===== config.mk =====
export PLATFORM = sky130hd
export DESIGN_NAME = rf_alias_file
export DESIGN_NICKNAME = d
export VERILOG_FILES = /design/src/rtl/rf_alias_pkg.sv /design/src/rtl/rf_slice_decode.sv /design/src/rtl/rf_read_port.sv /design/src/rtl/rf_write_merge.sv /design/src/rtl/rf_alias_file.sv
export SDC_FILE = /design/constraint.sdc
export NUM_CORES = 1
export LEC_CHECK = 0
export ABC_AREA = 1
export BUFFER_PORTS_ARGS = -buffer_cell sky130_fd_sc_hd__buf_2
export CAP_MARGIN = 20
export CORE_UTILIZATION = 36
export DETAILED_ROUTE_END_ITERATION = 8
export PLACE_DENSITY = 0.48
export SLEW_MARGIN = 20
export SYNTH_ARGS = -nofsm -noshare
export SYNTH_HDL_FRONTEND = slang
export SYNTH_SLANG_ARGS = --single-unit
export TNS_END_PERCENT = 30

===== constraint.sdc =====
create_clock -name clk_i -period 1.9 [get_ports clk_i]
set_input_delay 0.285 -clock clk_i [delete_from_list [all_inputs] [get_ports clk_i]]
set_output_delay 0.285 -clock clk_i [all_outputs]
set_load 0.005 [all_outputs]

===== src/rtl/rf_alias_pkg.sv =====
package rf_alias_pkg;
  typedef enum logic [1:0] {
    SZ_LO8 = 2'd0,
    SZ_HI8 = 2'd1,
    SZ_H16 = 2'd2,
    SZ_W32 = 2'd3
  } acc_size_e;

  localparam int unsigned BYTE_W = 8;
  localparam int unsigned HALF_W = 16;
endpackage


===== src/rtl/rf_slice_decode.sv =====
module rf_slice_decode
  import rf_alias_pkg::*;
#(
  parameter int unsigned NREG       = 8,
  parameter int unsigned XLEN       = 32,
  parameter int unsigned NBYTE_REGS = 4,
  localparam int unsigned SELW      = $clog2(NREG)
) (
  input  logic [SELW-1:0] sel_i,
  input  logic [1:0]      size_i,
  output logic            err_o,
  output logic            hi_o,
  output logic [XLEN-1:0] field_mask_o
);
  acc_size_e size;
  logic      is_byte;

  assign size    = acc_size_e'(size_i);
  assign is_byte = (size == SZ_LO8) || (size == SZ_HI8);
  assign err_o   = is_byte && (32'(sel_i) >= NBYTE_REGS);
  assign hi_o    = (size == SZ_HI8);

  always_comb begin
    unique case (size)
      SZ_LO8, SZ_HI8: field_mask_o = XLEN'({BYTE_W{1'b1}});
      SZ_H16:         field_mask_o = XLEN'({HALF_W{1'b1}});
      default:        field_mask_o = '1;
    endcase
  end
endmodule


===== src/rtl/rf_read_port.sv =====
module rf_read_port
  import rf_alias_pkg::*;
#(
  parameter int unsigned NREG       = 8,
  parameter int unsigned XLEN       = 32,
  parameter int unsigned NBYTE_REGS = 4,
  localparam int unsigned SELW      = $clog2(NREG)
) (
  input  logic [NREG-1:0][XLEN-1:0] regs_i,
  input  logic [SELW-1:0]           sel_i,
  input  logic [1:0]                size_i,
  output logic [XLEN-1:0]           data_o,
  output logic                      err_o
);
  logic            hi;
  logic [XLEN-1:0] fmask;
  logic [XLEN-1:0] raw;

  rf_slice_decode #(.NREG(NREG), .XLEN(XLEN), .NBYTE_REGS(NBYTE_REGS)) i_dec (
    .sel_i        (sel_i),
    .size_i       (size_i),
    .err_o        (err_o),
    .hi_o         (hi),
    .field_mask_o (fmask)
  );

  assign raw    = hi ? (regs_i[sel_i] >> BYTE_W) : regs_i[sel_i];
  assign data_o = err_o ? '0 : (raw & fmask);
endmodule


===== src/rtl/rf_write_merge.sv =====
module rf_write_merge
  import rf_alias_pkg::*;
#(
  parameter int unsigned XLEN = 32
) (
  input  logic [XLEN-1:0] old_i,
  input  logic [XLEN-1:0] wdata_i,
  input  logic [XLEN-1:0] field_mask_i,
  input  logic            hi_i,
  output logic [XLEN-1:0] new_o
);
  logic [XLEN-1:0] pos_mask;
  logic [XLEN-1:0] pos_data;

  assign pos_mask = hi_i ? (field_mask_i << BYTE_W) : field_mask_i;
  assign pos_data = hi_i ? ((wdata_i & field_mask_i) << BYTE_W) : (wdata_i & field_mask_i);
  assign new_o    = (old_i & ~pos_mask) | pos_data;
endmodule


===== src/rtl/rf_alias_file.sv =====
module rf_alias_file
  import rf_alias_pkg::*;
#(
  parameter int unsigned NREG       = 8,
  parameter int unsigned XLEN       = 32,
  parameter int unsigned NBYTE_REGS = 4,
  localparam int unsigned SELW      = $clog2(NREG)
) (
  input  logic            clk_i,
  input  logic            rst_ni,
  input  logic            we_i,
  input  logic [SELW-1:0] wr_sel_i,
  input  logic [1:0]      wr_size_i,
  input  logic [XLEN-1:0] wr_data_i,
  output logic            wr_err_o,
  input  logic [SELW-1:0] ra_sel_i,
  input  logic [1:0]      ra_size_i,
  output logic [XLEN-1:0] ra_data_o,
  output logic            ra_err_o,
  input  logic [SELW-1:0] rb_sel_i,
  input  logic [1:0]      rb_size_i,
  output logic [XLEN-1:0] rb_data_o,
  output logic            rb_err_o
);
  logic [NREG-1:0][XLEN-1:0] regs_q;
  logic                      wr_bad;
  logic                      wr_hi;
  logic [XLEN-1:0]           wr_fmask;
  logic [XLEN-1:0]           wr_merged;

  rf_slice_decode #(.NREG(NREG), .XLEN(XLEN), .NBYTE_REGS(NBYTE_REGS)) i_wr_dec (
    .sel_i        (wr_sel_i),
    .size_i       (wr_size_i),
    .err_o        (wr_bad),
    .hi_o         (wr_hi),
    .field_mask_o (wr_fmask)
  );

  rf_write_merge #(.XLEN(XLEN)) i_merge (
    .old_i        (regs_q[wr_sel_i]),
    .wdata_i      (wr_data_i),
    .field_mask_i (wr_fmask),
    .hi_i         (wr_hi),
    .new_o        (wr_merged)
  );

  assign wr_err_o = we_i && wr_bad;

  for (genvar g = 0; g < NREG; g++) begin : g_reg
    always_ff @(posedge clk_i or negedge rst_ni) begin
      if (!rst_ni) begin
        regs_q[g] <= '0;
      end else if (we_i && !wr_bad && (32'(wr_sel_i) == g)) begin
        regs_q[g] <= wr_merged;
      end
    end
  end

  rf_read_port #(.NREG(NREG), .XLEN(XLEN), .NBYTE_REGS(NBYTE_REGS)) i_rd_a (
    .regs_i (regs_q),
    .sel_i  (ra_sel_i),
    .size_i (ra_size_i),
    .data_o (ra_data_o),
    .err_o  (ra_err_o)
  );

  rf_read_port #(.NREG(NREG), .XLEN(XLEN), .NBYTE_REGS(NBYTE_REGS)) i_rd_b (
    .regs_i (regs_q),
    .sel_i  (rb_sel_i),
    .size_i (rb_size_i),
    .data_o (rb_data_o),
    .err_o  (rb_err_o)
  );
endmodule


==> results of run 1 <==
## worst register-to-register path, cell delays in order (launching register included)
cell	delay, ns
dfrtp_1	0.40
buf_4	0.15
buf_4	0.13
nand2_1	0.05
nand2_1	0.06
nand2_1	0.06
nand3_1	0.09
nand3_1	0.11
nand2_2	0.13
nand2_1	0.09
nand2_1	0.05
## layout make-up
| cell class | instances | area [um2] |
|---|---|---|
| clock buffers | 49 | 1040 |
| clock inverters | 15 | 143 |
| fillers | 5056 | 26800 |
| inverters | 172 | 648 |
| multi-input cells | 2275 | 10100 |
| flip-flops and latches | 256 | 6410 |
| well taps | 664 | 831 |
| repair buffers | 321 | 2870 |
## through the flow
step                area, um2   util
floorplan               17700      -
detailed placement      20000  0.410
global placement        20000  0.410
finish                  22000  0.451
CTS                     21600  0.444
global route            22000  0.451
## repair_timing
action                                 in CTS  in global routing
gates resized for setup                   104                 97
pin swaps                                  43                 44
hold buffers                                1                  0
cloned                                      0                  0
endpoints found under the hold margin      45                  0
setup endpoints to repair                  60                 64
buffers inserted                           38                 25
## routing by layer
metal  track usage  up-vias  wire length, um
met1         0.439     9589            34700
li1              -     9498                -
met5             0        -                0
met4         0.130        0             3000
met3        0.0447      187             6670
met2         0.503      998            35800
## Yosys cell counts, drive strengths merged, types with 8 or more instances
cell / instances / area (um2)
nand2: 1538 / 5860
dfrtp: 256 / 6410
o21ai: 214 / 1070
nand3: 170 / 856
inv: 166 / 623
buf: 147 / 747
a21oi: 133 / 666
o211ai: 100 / 751
nor2: 98 / 408
clkbuf: 51 / 191
nor3: 12 / 60.1
a22o: 8 / 70.1
## worst paths after layout
check | startpoint | endpoint | slack, ns | cells after the start
max in group asynchronous | rst_ni | regs_q[207]$_DFFE_PN0P_ | 0.94 | 3
min in group asynchronous | rst_ni | regs_q[140]$_DFFE_PN0P_ | 0.30 | 2
worst max-delay path | regs_q[138]$_DFFE_PN0P_ | ra_data_o[2] | -0.13 | 7
worst min-delay path | wr_data_i[23] | regs_q[55]$_DFFE_PN0P_ | 0.17 | 5
worst min register to register | regs_q[135]$_DFFE_PN0P_ | regs_q[135]$_DFFE_PN0P_ | 0.48 | 2
worst max register to register | regs_q[169]$_DFFE_PN0P_ | regs_q[9]$_DFFE_PN0P_ | 0.49 | 10
## cell families (layout without fill, tap and decap cells)
kind of cell	count (synthesis)	after routing
simple gates	1820	1820
compound gates	455	455
buf+inv	370	557
flops	256	256
## power breakdown
group,internal (W),switching (W)
sequential,0.00657,0.00112
combinational,0.00228,0.00346
clock,0.00410,0.00274
## placed cells by master (no fill, tap or decap), types with 57 or more instances in the layout
master,count
nand3_1,169
inv_2,57
o211ai_1,100
buf_2,102
buf_4,152
o21ai_1,71
nand2_2,65
nand2_1,1472
nor2_1,75
dfrtp_1,254
a21oi_1,114
inv_1,106
o21ai_0,139
==> results by group, run 1 <==
Power
  • Power consumption: 0.0203 W
  • Maximum VDD drop: 579 uV
  • Cell Pwr Density: 922 mW/mm2
  • Lkg Pwr: 11.6 nW

Clock network
  • CTS Buffer Depth: 3
  • CTS Buf Count: 35
  • Clk slew on worst S/H paths: 0.06 ns
  • Worst skew pair latency: about 0.55 ns
  • TritonCTS clock tree: yes
  • CTS H-tree lvls: 2
  • Sink Count: 256
  • Root buffer cell: clkbuf_16

Critical path
  • Crit-path max FO: 4
  • Critical Path RT: about 1.6 ns
  • Crit Path Class: reg -> out
  • CP max stage delay: ~0.44 ns
  • Startpoint types: flip-flop
  • Crit-path most repeated cell: nand2_2
  • Slowest-stage cell, CP: dfrtp_2
  • Cell breakdown of the critical path: o21ai_0, nand3_1, nand2_2, nand2_2, nand2_2, inv_2, buf_2
  • Buf+Inv Stages, Crit Path: 2
  • Crit. End Element: output pin
  • CP arrival: around 1.8 ns
  • Top delay family on crit path: flip-flops

Route
  • Drt pass-1 iters: 6
  • Post-route ant nets: 0
  • Total Routed Length: approximately 80,000 um
  • Average wire per standard cell: around 21 um
  • Via Count: 20,300
  • DR iter-0 viols: 2,064
  • Via density: 5.40
  • Residual DRC: 0

Timing
  • RSZ-0062 raised after global routing: true
  • Final worst slack: -0.135 ns
  • Setup Skew: approximately 0.014 ns
  • Period utilization: 1.07
  • Max Fclk: around 490 MHz
  • Final min period: 2.03 ns
  • Slew Limit Fails: 0
  • Smallest hold slack: 0.165 ns
  • Worst rel slew slack: 0.621
  • Setup TNS: -2.68 ns
  • Final Setup Violations: 43
  • Worst-Margin Slew: 0.569 ns
  • Final Hold Fails: 0

Status
  • Failing checks: setup timing
  • Status: finished with violations

Logic synthesis
  • Distinct cells, synth: 23
  • Syn Area/Cell: 6.12 um2
  • #FFs+latches synth: ~260
  • Mux share of post-synthesis cell area: 0
  • Complex-gate fraction of the synthesized area: 0.144
  • Syn. warnings: 0
  • Post-synthesis sequential area ratio: 0.361
  • Synth Flop Type: dfrtp_1
  • Combinational family with the most area after synthesis: simple AND/OR/NAND/NOR gates
  • Syn_nets: approximately 3,000
  • EDFF count, synth: 0
  • Adder-Cell Fraction of Synth Area: 0
  • Syn Std Cell Area: around 0.018 mm2
  • Async set-or-reset flop fraction in the synthesized netlist: 1.00
  • Synth Area in Simple Gates: 0.406
  • XOR/XNOR Fraction of Synth Area: 0
  • Post-synthesis cell count: 2,901

Cells and area
  • Registers with the most flip-flops: regs_q (256)
  • Max reg flops: 256
  • Nets: 3,111
  • Largest register by flop count: regs_q
  • Share of cells above drive strength 1: 0.183
  • Antenna Cells: 0
  • Final std cells w/o fill: between 3,000 and 4,000
  • Syn-to-layout area delta: 23.9%

Min path
  • Hold Crit Class: in -> reg

Global route
  • Global Route Usage Sum: 0.320
  • Total gr overflow: 0
  • First-pass GRT wire length: 120,000 um
  • Vias in the first global route: 19,000
  • Initial antenna violation count: 0
  • Largest net degree at the start of global routing: 61

Placed design
  • Inst Count DP: 3,625
  • Port buffer count: ~120
  • GPL Wtd Cong: roughly 0.9
  • Pre-CTS WS: 0.0514 ns
  • Post-DP HPWL: 50,000 um

Die
  • Die Area: around 0.050 mm2
  • Core area: slightly below 0.05 mm2
  • Starting Density: 0.364
  • Die W: 224 um
  • I/O pins: 117
  • Die H: 224 um
  • Rows: 81

Job
  • # Max-Cap Violations: 0
Note: power is estimated with default switching activity, not from simulation.
==> run 2: changes to the inputs <==
Settings changed: CELL_PAD_IN_SITES_DETAIL_PLACEMENT set to 1, CELL_PAD_IN_SITES_GLOBAL_PLACEMENT set to 1, PLACE_DENSITY 0.48 to 0.65.
==> run 2 against run 1 <==
Net effect:
- the run still ends with setup timing left
- sequential share of layout area hardly changed
- highest routed layer unchanged
- sequential power about the same
- fmax decreased by 2.2%
- flip-flop and latch count stayed put
- largest cell class unchanged
- combinational power increased by 5.1%
- final cell count hardly changed
- non-clock buffer count fell by 1
- first-iteration DRC count shrank 18%
==> results by group, run 2 (synthesized netlist as in run 1, its figures left out) <==
Route
  • DR iter-0 viols: 1,687 (was 2,064)
  • Drt pass-1 iters: 5 (was 6)
  • Total Routed Length: 85,700 um (was 80,200 um)
  • Via density: 5.56 (was 5.40)
  • Post-route ant nets: 0 (unchanged)
  • Average wire per standard cell: 22.9 um (was 21.4 um)
  • Residual DRC: 0 (unchanged)
  • Via Count: 20,800 (was 20,300)

Cells and area
  • Post-layout util: 0.451 (about the same)
  • Register area: 0.00641 mm2 (unchanged)
  • FILL cells: 6,421 (was 5,056)
  • Registers with the most flip-flops: regs_q (256) (unchanged)
  • Antenna Cells: 0 (unchanged)
  • Largest register by flop count: regs_q (unchanged)
  • Share of cells above drive strength 1: 0.183 (about the same)
  • Max reg flops: 256 (unchanged)
  • Finished Cell Area: 0.0220 mm2 (about the same)
  • Nets: 3,111 (unchanged)
  • Commonest non-fill, non-tap cell in the layout: nand2_1 (unchanged)
  • Syn-to-layout area delta: 23.7% (was 23.9%)
  • Commonest cells after routing, fill and taps aside: nand2_1, dfrtp_1, nand3_1 (unchanged)
  • Multi-input combinational cell area: 0.0101 mm2 (about the same)

Status
  • Status: finished with violations (unchanged)
  • Failing checks: setup timing (unchanged)

Placed design
  • Placed cell area: 0.0199 mm2 (was 0.0200 mm2)
  • GPL Wtd Cong: 0.891 (was 0.879)
  • Post-DP HPWL: 54,000 um (was 50,000 um)
  • Port buffer count: 116 (unchanged)

Critical path
  • Critical Path RT: 1.62 ns (about the same)
  • Crit. End Element: output pin (unchanged)
  • Crit Path Class: reg -> out (unchanged)
  • Crit-path max FO: 2 (was 4)
  • Reg2Reg Depth: 10 (unchanged)
  • CP arrival: 1.80 ns (was 1.75 ns)
  • Startpoint types: flip-flop (unchanged)

Timing
  • Slew Limit Fails: 0 (unchanged)
  • Period utilization: 1.09 (was 1.07)
  • Setup Skew: 0.00780 ns (was 0.0138 ns)
  • Max Fclk: 481 MHz (was 491 MHz)
  • Final min period: 2.08 ns (was 2.03 ns)
  • Worst rel slew slack: 0.687 (was 0.621)
  • Final Setup Violations: 49 (was 43)
  • Final worst slack: -0.180 ns (was -0.135 ns)
  • Final Hold Fails: 0 (unchanged)
  • RSZ-0062 raised after global routing: true (unchanged)
  • Smallest hold slack: 0.149 ns (was 0.165 ns)
  • Worst-Margin Slew: 0.469 ns (was 0.569 ns)

Power
  • Reg power frac: 0.375 (was 0.379)
  • Maximum VDD drop: 613 uV (was 579 uV)
  • Sw Pwr: 0.00762 W (was 0.00731 W)
  • Lkg Pwr: 11.5 nW (was 11.6 nW)
  • Power consumption: 0.0206 W (was 0.0203 W)
  • Internal: 0.0130 W (about the same)
  • Clk pwr share: 0.332 (was 0.337)
  • Cell Pwr Density: 938 mW/mm2 (was 922 mW/mm2)
  • Comb power frac: 0.293 (was 0.283)
  • Switching Fraction: 0.370 (was 0.361)

Die
  • Core area: 0.0487 mm2 (unchanged)
  • Starting Density: 0.364 (unchanged)
  • I/O pins: 117 (unchanged)
  • Die Area: 0.0502 mm2 (unchanged)
  • Rows: 81 (unchanged)
  • Die W: 224 um (unchanged)
  • Die H: 224 um (unchanged)

Min path
  • WHS Path Cells: 5 (unchanged)
  • Hold Crit Class: in -> reg (unchanged)

Clock network
  • TritonCTS clock tree: yes (unchanged)
  • Clk slew on worst S/H paths: 0.06 ns (about the same)
  • Sink Count: 256 (unchanged)
  • Root buffer cell: clkbuf_16 (unchanged)
  • CTS Buf Count: 36 (was 35)
  • Worst skew pair latency: 0.57 ns (was 0.55 ns)
  • CTS Buffer Depth: 3 (unchanged)
  • CTS H-tree lvls: 2 (unchanged)

Global route
  • First-pass GRT wire length: 130,000 um (was 120,000 um)
  • Total gr overflow: 0 (unchanged)
  • Largest net degree at the start of global routing: 68 (was 61)
  • Global Route Usage Sum: 0.343 (was 0.320)
  • Initial antenna violation count: 0 (unchanged)
  • Vias in the first global route: 21,300 (was 19,000)

Job
  • # Max-Cap Violations: 0 (unchanged)
run 2: routing by layer:
layer	vias up	share of wire	global-route usage
met1	10400	0.44	0.453
li1	9499	-	-
met2	738	0.47	0.570
met5	-	0	0
met4	0	0.038	0.134
met3	195	0.060	0.0399
run 2: power by group through the flow:
stage | sequential, W | clock (W) | combinational [W]
floorplan | 0.00738 | 0 | 0.00341
global placement | 0.00774 | 0 | 0.00498
detailed placement | 0.00778 | 0 | 0.00519
CTS | 0.00768 | 0.00697 | 0.00573
global route | 0.00786 | 0.00716 | 0.00670
finish | 0.00772 | 0.00685 | 0.00603
run 2: stage by stage:
stage	TNS, ns	instances	setup WS (ns)
after global placement	-0.130	3609	-0.130
after detailed placement	-0.105	3609	-0.105
after global routing	-9.25	3750	-0.261
final	-4.09	3750	-0.180
after floorplan	0	2901	0.362
after CTS	-5.05	3726	-0.168
run 2: cell type report:
type / instances / area share
tap: 664 / 0.0378
multi-input combinational: 2275 / 0.460
clock buffer: 49 / 0.0469
inverter: 172 / 0.0295
clock inverter: 14 / 0.00581
timing repair buffer: 320 / 0.128
sequential: 256 / 0.292
run 2: final timing paths:
path                                              start                      end  slack, ns
worst min-delay path                      wr_data_i[17]  regs_q[113]$_DFFE_PN0P_       0.15
worst min register to register  regs_q[208]$_DFFE_PN0P_  regs_q[208]$_DFFE_PN0P_       0.49
min in group asynchronous                        rst_ni   regs_q[76]$_DFFE_PN0P_       0.19
worst max-delay path             regs_q[41]$_DFFE_PN0P_             rb_data_o[9]      -0.18
max in group asynchronous                        rst_ni   regs_q[86]$_DFFE_PN0P_       0.94
worst max register to register   regs_q[50]$_DFFE_PN0P_  regs_q[178]$_DFFE_PN0P_       0.45
run 2: repair_timing:
item,CTS,global route
endpoints found under the setup margin,64,64
hold buffers,1,0
pin swaps,59,48
gates resized for setup,122,102
setup buffers,54,25
endpoints found under the hold margin,154,0
run 2: worst max-delay path: stages (launching register included):
cell     delay [ns]
dfrtp_1        0.37
inv_2          0.05
a21oi_1        0.12
o21ai_0        0.10
nand3_1        0.11
nand2_2        0.13
buf_4          0.17
nor2_2         0.08
buf_2          0.12
